--- src/rtl/sio_regblock_pkg.sv ---
package sio_regblock_pkg;

    typedef enum logic [3:0] {
        CAUSE_MODEM = 4'h0,
        CAUSE_NONE  = 4'h1,
        CAUSE_THRE  = 4'h2,
        CAUSE_RXD   = 4'h4,
        CAUSE_LINE  = 4'h6
    } cause_e;

    localparam logic [2:0] ADR_DATA  = 3'd0;
    localparam logic [2:0] ADR_IEN   = 3'd1;
    localparam logic [2:0] ADR_IDENT = 3'd2;
    localparam logic [2:0] ADR_LCTL  = 3'd3;
    localparam logic [2:0] ADR_MCTL  = 3'd4;
    localparam logic [2:0] ADR_LSTAT = 3'd5;
    localparam logic [2:0] ADR_MSTAT = 3'd6;
    localparam logic [2:0] ADR_SCR   = 3'd7;

    // Modem input nibble {dcd, ri, dsr, cts} seen for a given control value.
    function automatic logic [3:0] modem_lines(input logic [4:0] mctl);
        if (mctl[4]) return {mctl[3], mctl[2], mctl[0], mctl[1]};
        return 4'b1010;
    endfunction

endpackage

--- src/rtl/sio_rxq.sv ---
module sio_rxq #(
    parameter int DEPTH = 16,
    parameter int BW    = 8
) (
    input  logic              clk,
    input  logic              rst_n,
    input  logic              flush,
    input  logic              deep,
    input  logic              push,
    input  logic [BW-1:0]     push_byte,
    input  logic              pop,
    output logic [$clog2(DEPTH+1)-1:0] count,
    output logic [BW-1:0]     head,
    output logic              full
);
    localparam int AW = (DEPTH > 1) ? $clog2(DEPTH) : 1;
    localparam int CW = $clog2(DEPTH + 1);

    typedef struct packed {
        logic [AW-1:0] rd;
        logic [AW-1:0] wr;
        logic [CW-1:0] cnt;
    } qstate_t;

    qstate_t s_d, s_q;
    logic [BW-1:0] mem [DEPTH];
    logic accept, take;

    function automatic logic [AW-1:0] bump(input logic [AW-1:0] p);
        return (p == AW'(DEPTH - 1)) ? '0 : p + 1'b1;
    endfunction

    assign full  = s_q.cnt >= (deep ? CW'(DEPTH) : CW'(1));
    assign count = s_q.cnt;
    assign head  = mem[s_q.rd];

    always_comb begin
        s_d    = s_q;
        accept = push && !full && !flush;
        take   = pop && (s_q.cnt != '0) && !flush;
        if (flush) begin
            s_d = '0;
        end else begin
            if (accept) s_d.wr = bump(s_q.wr);
            if (take)   s_d.rd = bump(s_q.rd);
            s_d.cnt = s_q.cnt + CW'(accept) - CW'(take);
        end
    end

    always_ff @(posedge clk or negedge rst_n) begin
        if (!rst_n) s_q <= '0;
        else        s_q <= s_d;
    end

    always_ff @(posedge clk) begin
        if (accept) mem[s_q.wr] <= push_byte;
    end

endmodule

--- src/rtl/sio_irq_sel.sv ---
module sio_irq_sel
    import sio_regblock_pkg::*;
(
    input  logic       overrun,
    input  logic       rx_ready,
    input  logic       thre_pend,
    input  logic       mdelta_any,
    input  logic [3:0] ien,
    output cause_e     cause
);
    always_comb begin
        if (overrun && ien[2])         cause = CAUSE_LINE;
        else if (rx_ready && ien[0])   cause = CAUSE_RXD;
        else if (thre_pend && ien[1])  cause = CAUSE_THRE;
        else if (mdelta_any && ien[3]) cause = CAUSE_MODEM;
        else                           cause = CAUSE_NONE;
    end
endmodule

--- src/rtl/sio_modem_track.sv ---
module sio_modem_track
    import sio_regblock_pkg::*;
(
    input  logic [4:0] mctl_new,
    input  logic [3:0] lines_old,
    output logic [3:0] lines_new,
    output logic [3:0] delta_new
);
    always_comb begin
        lines_new    = modem_lines(mctl_new);
        delta_new[0] = lines_new[0] ^ lines_old[0];
        delta_new[1] = lines_new[1] ^ lines_old[1];
        delta_new[2] = lines_old[2] & ~lines_new[2];
        delta_new[3] = lines_new[3] ^ lines_old[3];
    end
endmodule

--- src/rtl/sio_regblock.sv ---
module sio_regblock
    import sio_regblock_pkg::*;
#(
    parameter int DEPTH  = 16,
    parameter int REF_HZ = 1843200,
    parameter int BAUD   = 9600
) (
    input  logic       clk,
    input  logic       rst_n,
    input  logic       bus_sel,
    input  logic       bus_wr,
    input  logic [2:0] bus_addr,
    input  logic [7:0] bus_wdata,
    output logic [7:0] bus_rdata,
    input  logic       rx_push,
    input  logic [7:0] rx_byte,
    output logic       tx_stb,
    output logic [7:0] tx_byte,
    output logic       irq
);
    localparam int          DIV   = REF_HZ / BAUD / 16;
    localparam logic [15:0] DIV16 = DIV[15:0];
    localparam int          CW    = $clog2(DEPTH + 1);

    typedef struct packed {
        logic [7:0] dll;
        logic [7:0] dlh;
        logic [7:0] lcr;
        logic [7:0] scr;
        logic [3:0] ien;
        logic [4:0] mctl;
        logic       fen;
        logic       oe;
        logic       thre;
        logic [3:0] lines;
        logic [3:0] mdelta;
        logic [7:0] rdata;
        logic       tx_stb;
        logic [7:0] tx_byte;
    } regs_t;

    localparam regs_t RESET_VAL = '{
        dll: DIV16[7:0], dlh: DIV16[15:8], lcr: '0, scr: '0, ien: '0,
        mctl: '0, fen: 1'b0, oe: 1'b0, thre: 1'b0,
        lines: modem_lines(5'd0), mdelta: '0, rdata: '0,
        tx_stb: 1'b0, tx_byte: '0
    };

    regs_t r_d, r_q;

    logic          q_flush, q_push, q_pop, q_full;
    logic [7:0]    q_pbyte, q_head;
    logic [CW-1:0] q_count;
    logic [3:0]    mt_lines, mt_delta;
    cause_e        cause;
    logic          dlab, loop;

    assign dlab = r_q.lcr[7];
    assign loop = r_q.mctl[4];

    sio_rxq #(.DEPTH(DEPTH), .BW(8)) u_rxq (
        .clk(clk), .rst_n(rst_n), .flush(q_flush), .deep(r_q.fen),
        .push(q_push), .push_byte(q_pbyte), .pop(q_pop),
        .count(q_count), .head(q_head), .full(q_full)
    );

    sio_irq_sel u_irq (
        .overrun(r_q.oe), .rx_ready(q_count != '0), .thre_pend(r_q.thre),
        .mdelta_any(|r_q.mdelta), .ien(r_q.ien), .cause(cause)
    );

    sio_modem_track u_modem (
        .mctl_new(bus_wdata[4:0]), .lines_old(r_q.lines),
        .lines_new(mt_lines), .delta_new(mt_delta)
    );

    always_comb begin
        r_d        = r_q;
        r_d.tx_stb = 1'b0;
        q_flush    = 1'b0;
        q_pop      = 1'b0;
        q_push     = rx_push && !loop;
        q_pbyte    = rx_byte;

        if (bus_sel && bus_wr) begin
            case (bus_addr)
                ADR_DATA: begin
                    if (dlab) begin
                        r_d.dll = bus_wdata;
                    end else begin
                        r_d.thre = 1'b1;
                        if (loop) begin
                            q_push  = 1'b1;
                            q_pbyte = bus_wdata;
                        end else begin
                            r_d.tx_stb  = 1'b1;
                            r_d.tx_byte = bus_wdata;
                        end
                    end
                end
                ADR_IEN: begin
                    if (dlab) begin
                        r_d.dlh = bus_wdata;
                    end else begin
                        if (!r_q.ien[1] && bus_wdata[1]) r_d.thre = 1'b1;
                        r_d.ien = bus_wdata[3:0];
                    end
                end
                ADR_IDENT: begin
                    if (bus_wdata[0] != r_q.fen)      q_flush = 1'b1;
                    if (bus_wdata[0] && bus_wdata[1]) q_flush = 1'b1;
                    r_d.fen = bus_wdata[0];
                end
                ADR_LCTL: r_d.lcr = bus_wdata;
                ADR_MCTL: begin
                    r_d.mctl   = bus_wdata[4:0];
                    r_d.lines  = mt_lines;
                    r_d.mdelta = r_q.mdelta | mt_delta;
                end
                ADR_SCR:  r_d.scr = bus_wdata;
                default: ;
            endcase
        end else if (bus_sel) begin
            case (bus_addr)
                ADR_DATA: begin
                    if (dlab) begin
                        r_d.rdata = r_q.dll;
                    end else begin
                        r_d.rdata = (q_count != '0) ? q_head : 8'hFF;
                        q_pop     = 1'b1;
                    end
                end
                ADR_IEN:   r_d.rdata = dlab ? r_q.dlh : {4'h0, r_q.ien};
                ADR_IDENT: begin
                    r_d.rdata = {r_q.fen, r_q.fen, 2'b00, cause};
                    if (cause == CAUSE_THRE) r_d.thre = 1'b0;
                end
                ADR_LCTL:  r_d.rdata = r_q.lcr;
                ADR_MCTL:  r_d.rdata = {3'b000, r_q.mctl};
                ADR_LSTAT: begin
                    r_d.rdata = {1'b0, 2'b11, 3'b000, r_q.oe, q_count != '0};
                    r_d.oe    = 1'b0;
                end
                ADR_MSTAT: begin
                    r_d.rdata  = {r_q.lines, r_q.mdelta};
                    r_d.mdelta = '0;
                end
                default:   r_d.rdata = r_q.scr;
            endcase
        end

        if (q_push && q_full && !q_flush) r_d.oe = 1'b1;
    end

    always_ff @(posedge clk or negedge rst_n) begin
        if (!rst_n) r_q <= RESET_VAL;
        else        r_q <= r_d;
    end

    assign bus_rdata = r_q.rdata;
    assign tx_stb    = r_q.tx_stb;
    assign tx_byte   = r_q.tx_byte;
    assign irq       = (cause != CAUSE_NONE);

endmodule

--- config.mk ---
export PLATFORM = sky130hd
export DESIGN_NAME = sio_regblock
export DESIGN_NICKNAME = d
export VERILOG_FILES = /design/src/rtl/sio_regblock_pkg.sv /design/src/rtl/sio_rxq.sv /design/src/rtl/sio_irq_sel.sv /design/src/rtl/sio_modem_track.sv /design/src/rtl/sio_regblock.sv
export SDC_FILE = /design/constraint.sdc
export NUM_CORES = 1
export LEC_CHECK = 0
export BUFFER_PORTS_ARGS = -buffer_cell sky130_fd_sc_hd__buf_2
export CAP_MARGIN = 25
export CELL_PAD_IN_SITES_DETAIL_PLACEMENT = 1
export CELL_PAD_IN_SITES_GLOBAL_PLACEMENT = 1
export CORE_MARGIN = 5
export CORE_UTILIZATION = 56
export CTS_CLUSTER_SIZE = 40
export DETAILED_ROUTE_END_ITERATION = 10
export PLACE_DENSITY = 0.95
export SETUP_SLACK_MARGIN = 0.2
export SLEW_MARGIN = 20
export SYNTH_ARGS = -nofsm -noshare
export SYNTH_HDL_FRONTEND = slang
export SYNTH_SLANG_ARGS = --single-unit
export TNS_END_PERCENT = 50
--- constraint.sdc ---
create_clock -name clk -period 5.14 [get_ports clk]
set_input_delay 0.514 -clock clk [delete_from_list [all_inputs] [get_ports clk]]
set_output_delay 0.514 -clock clk [all_outputs]
set_load 0.005 [all_outputs]
==> results.cfg <==
[worst_setup_path]
start_kind = flop
endpoint_kind = flop
cp.arrival_ns = 4.04
cp_cell_sequence = inv_1 -> ha_1 -> nor4b_1 -> nor4_2 -> ha_1 -> inv_1 -> ha_1 -> fa_1 -> a21oi_1 -> nor2_1 -> or3_1 -> a21oi_1
crit_path_max_fanout = 7
crit_top_cell = ha_1
slowest_stage = nor4b_1
max_stage_delay_ns = 0.62
required_ns = 5.55
criticalPathCategory = flop to flop

[logic_synthesis]
synth_cell_type_count = 66
syn_area_mm2 = 0.00945
synth_flop_cell = edfxtp_1
yosysMostFrequentCell = edfxtp_1
async_reset_ff_share_pct = 39.0
ys_top_cells_by_count = 128 x edfxtp_1, 78 x dfrtp_1, 61 x nand2_1, 41 x mux2_2, 31 x nor2_1
synth.net_count = 711
synth_edf_count = 128
yosys.area.top_type = edfxtp_1
synthCells = 671
synth_area_leaders = edfxtp_1 41%, dfrtp_1 21%, mux4_2 6.2%
ys_seq_area_share_pct = 62.4
syn_avg_cell_area_um2 = 14.1
yosys_warnings = 0
synth-seq-cells = 210
synth_top_cell_area_share_pct = 40.7

[clock_network]
clk_pin_slew_ns = 0.07
clkLatencyLatePin_ns = 0.52
cts_buffer_depth = 3
root_buffer = clkbuf_16
htreeDepth = 1
cts_buffers = 22
clock_sinks = 210
post_cts_resized = 0
post-cts-setup-buffers = 0
ctsHoldBuffers = 0
cts_tree = built

[die]
dieArea_mm2 = 0.0196
die_width_um = 140
rows = 47
core_mm2 = 0.0166
io_pins = 42
initial_core_util_pct = 57.0
die_y_um = 140

[final_layout]
fin_cells = 928
nNetsFinal = 732
final-seq-area_mm2 = 0.00590
drive_gt1_share_pct = 23.6
n_antenna_cell = 0
n_fill_cell = 1521
area_growth_pct = 10.6
multi_input_area_mm2 = 0.00320
final_area_mm2 = 0.0105

[placement]
hpwl_um = 17800
post_dp_cell_area_mm2 = 0.00971
portBuffers = 41
dp.cells = 887
dp_slack_ns = 1.38
gp_congestion = 0.890

[sta]
drv_slew = 0
final-hold-violation-count = 0
tightest_slew_ns = 1.02
setup_viol = 0
post-route-min-period_ns = 3.63
period_share_pct = 70.6
max_clock_freq_mhz = 275
rsz0062_at_grt = no
hold_ws_ns = 0.0145
max-slew-margin-rel_pct = 32.3
finClkSkew_ns = 0.0270
fin_ws_ns = 1.51
fin_setup_tns_ns = 0

[routing]
drt_iter0_markers = 855
ant_nets = 0
wirelength_um = 30100
drc_errors = 0
num_vias = 6507
via_per_inst = 7.01
dr.pass1.iters = 5
wl_per_cell_um = 32.4

[grt]
grt_overflow = 0
grt_pass1_wl_um = 45400
antenna_found_initial = 0
grt_usage_pct = 30.9
grt_pass1_vias = 7012
grt_max_degree = 83

[status]
outcome = finished, final reports clean

[power]
ir_drop_v = 0.000291
power.density_mw_per_mm2 = 485
power_leakage_uw = 0.00394

[run]
max_cap_violations = 0

[worst_hold_path]
hp-class = input port to asynchronous set/reset pin
-- path summary, 6_finish.rpt --
check | start | end | slack, ns | cells after the start
max in group asynchronous | rst_n | u_rxq.s_q[10] | 4.46 | 1
worst max register to register | u_rxq.count[2] | u_rxq.count[4] | 1.51 | 12
min in group clk | bus_wdata[7] | tx_byte[7] | 0.31 | 3
worst min register to register | tx_byte[6] | tx_byte[6] | 0.49 | 2
worst max-delay path | u_rxq.count[2] | u_rxq.count[4] | 1.51 | 12
worst min-delay path | rst_n | tx_byte[3] | 0.01 | 1
-- cell families (layout without fill, tap and decap cells) --
| family | count (synthesis) | after routing | share of synthesized area, % |
|---|---|---|---|
| xor gates and xnor gates | 7 | 7 | 0.649 |
| muxes | 91 | 91 | 13.7 |
| AOI/OAI and AO/OA | 113 | 113 | 8.22 |
| buffers and inverters | 74 | 111 | 3.84 |
| and+or+nand+nor | 160 | 160 | 9.00 |
| adders and majority gates | 16 | 16 | 2.20 |
| DFF | 210 | 210 | 62.4 |
-- sequential cells by signal, indices dropped and copies added (netlist names) --
name / count
dlab: 1
u_rxq.mem: 128
tx_stb: 1
bus_rdata: 8
loop: 1
u_rxq.count: 5
tx_byte: 8
u_rxq.s_q: 8
r_q: 50
-- placed cells by master, fill, tap and decap left out, drive strengths merged, types with 15 or more instances in the layout --
master and n:
a21oi 17, and2 20, buf 45, clkbuf 36
dfrtp 78, edfxtp 128, ha 15, inv 26
mux2 45, mux2i 20, mux4 26, nand2 61
nor2 31, o21ai 28
-- power by group --
part           switching, µW  leakage, µW  internal (µW)
Clock                    679     0.000359            946
Combinational            670      0.00142            467
Sequential               265      0.00217           2040
-- layout make-up --
type                            count  share of cell area [%]
Sequential cell                   210                    56.5
Multi-Input combinational cell    387                    30.6
Clock buffer                       36                    6.44
Tap cell                          220                    2.63
Timing Repair Buffer               45                    2.36
Inverter                           26                   0.933
Clock inverter                      4                   0.538
-- routing by layer --
layer | track usage (%) | vias up | routed length, µm | part of all wire, %
met5 | 0 | - | 0 | 0
met2 | 53.0 | 496 | 14900 | 49
met3 | 6.20 | 157 | 2490 | 8.3
met1 | 36.7 | 3301 | 10600 | 35
met4 | 16.5 | 0 | 2100 | 7.0
li1 | - | 2553 | - | -
-- critical path, delay by kind of cell (launching register included) --
family	cells	cell delay, ns
flops	1	0.40
compound gates	2	0.37
simple gates	4	1.31
buf+inv	2	0.19
fa+ha+maj	4	1.26
-- stage by stage --
stage                     util (%)  power, µW
after floorplan                  -       2980
after global placement        58.5       3210
after detailed placement      58.5       3350
after CTS                     62.9       5040
after global routing          63.1       5250
final                         63.1       5070
Power figures use the tool's default switching activity.
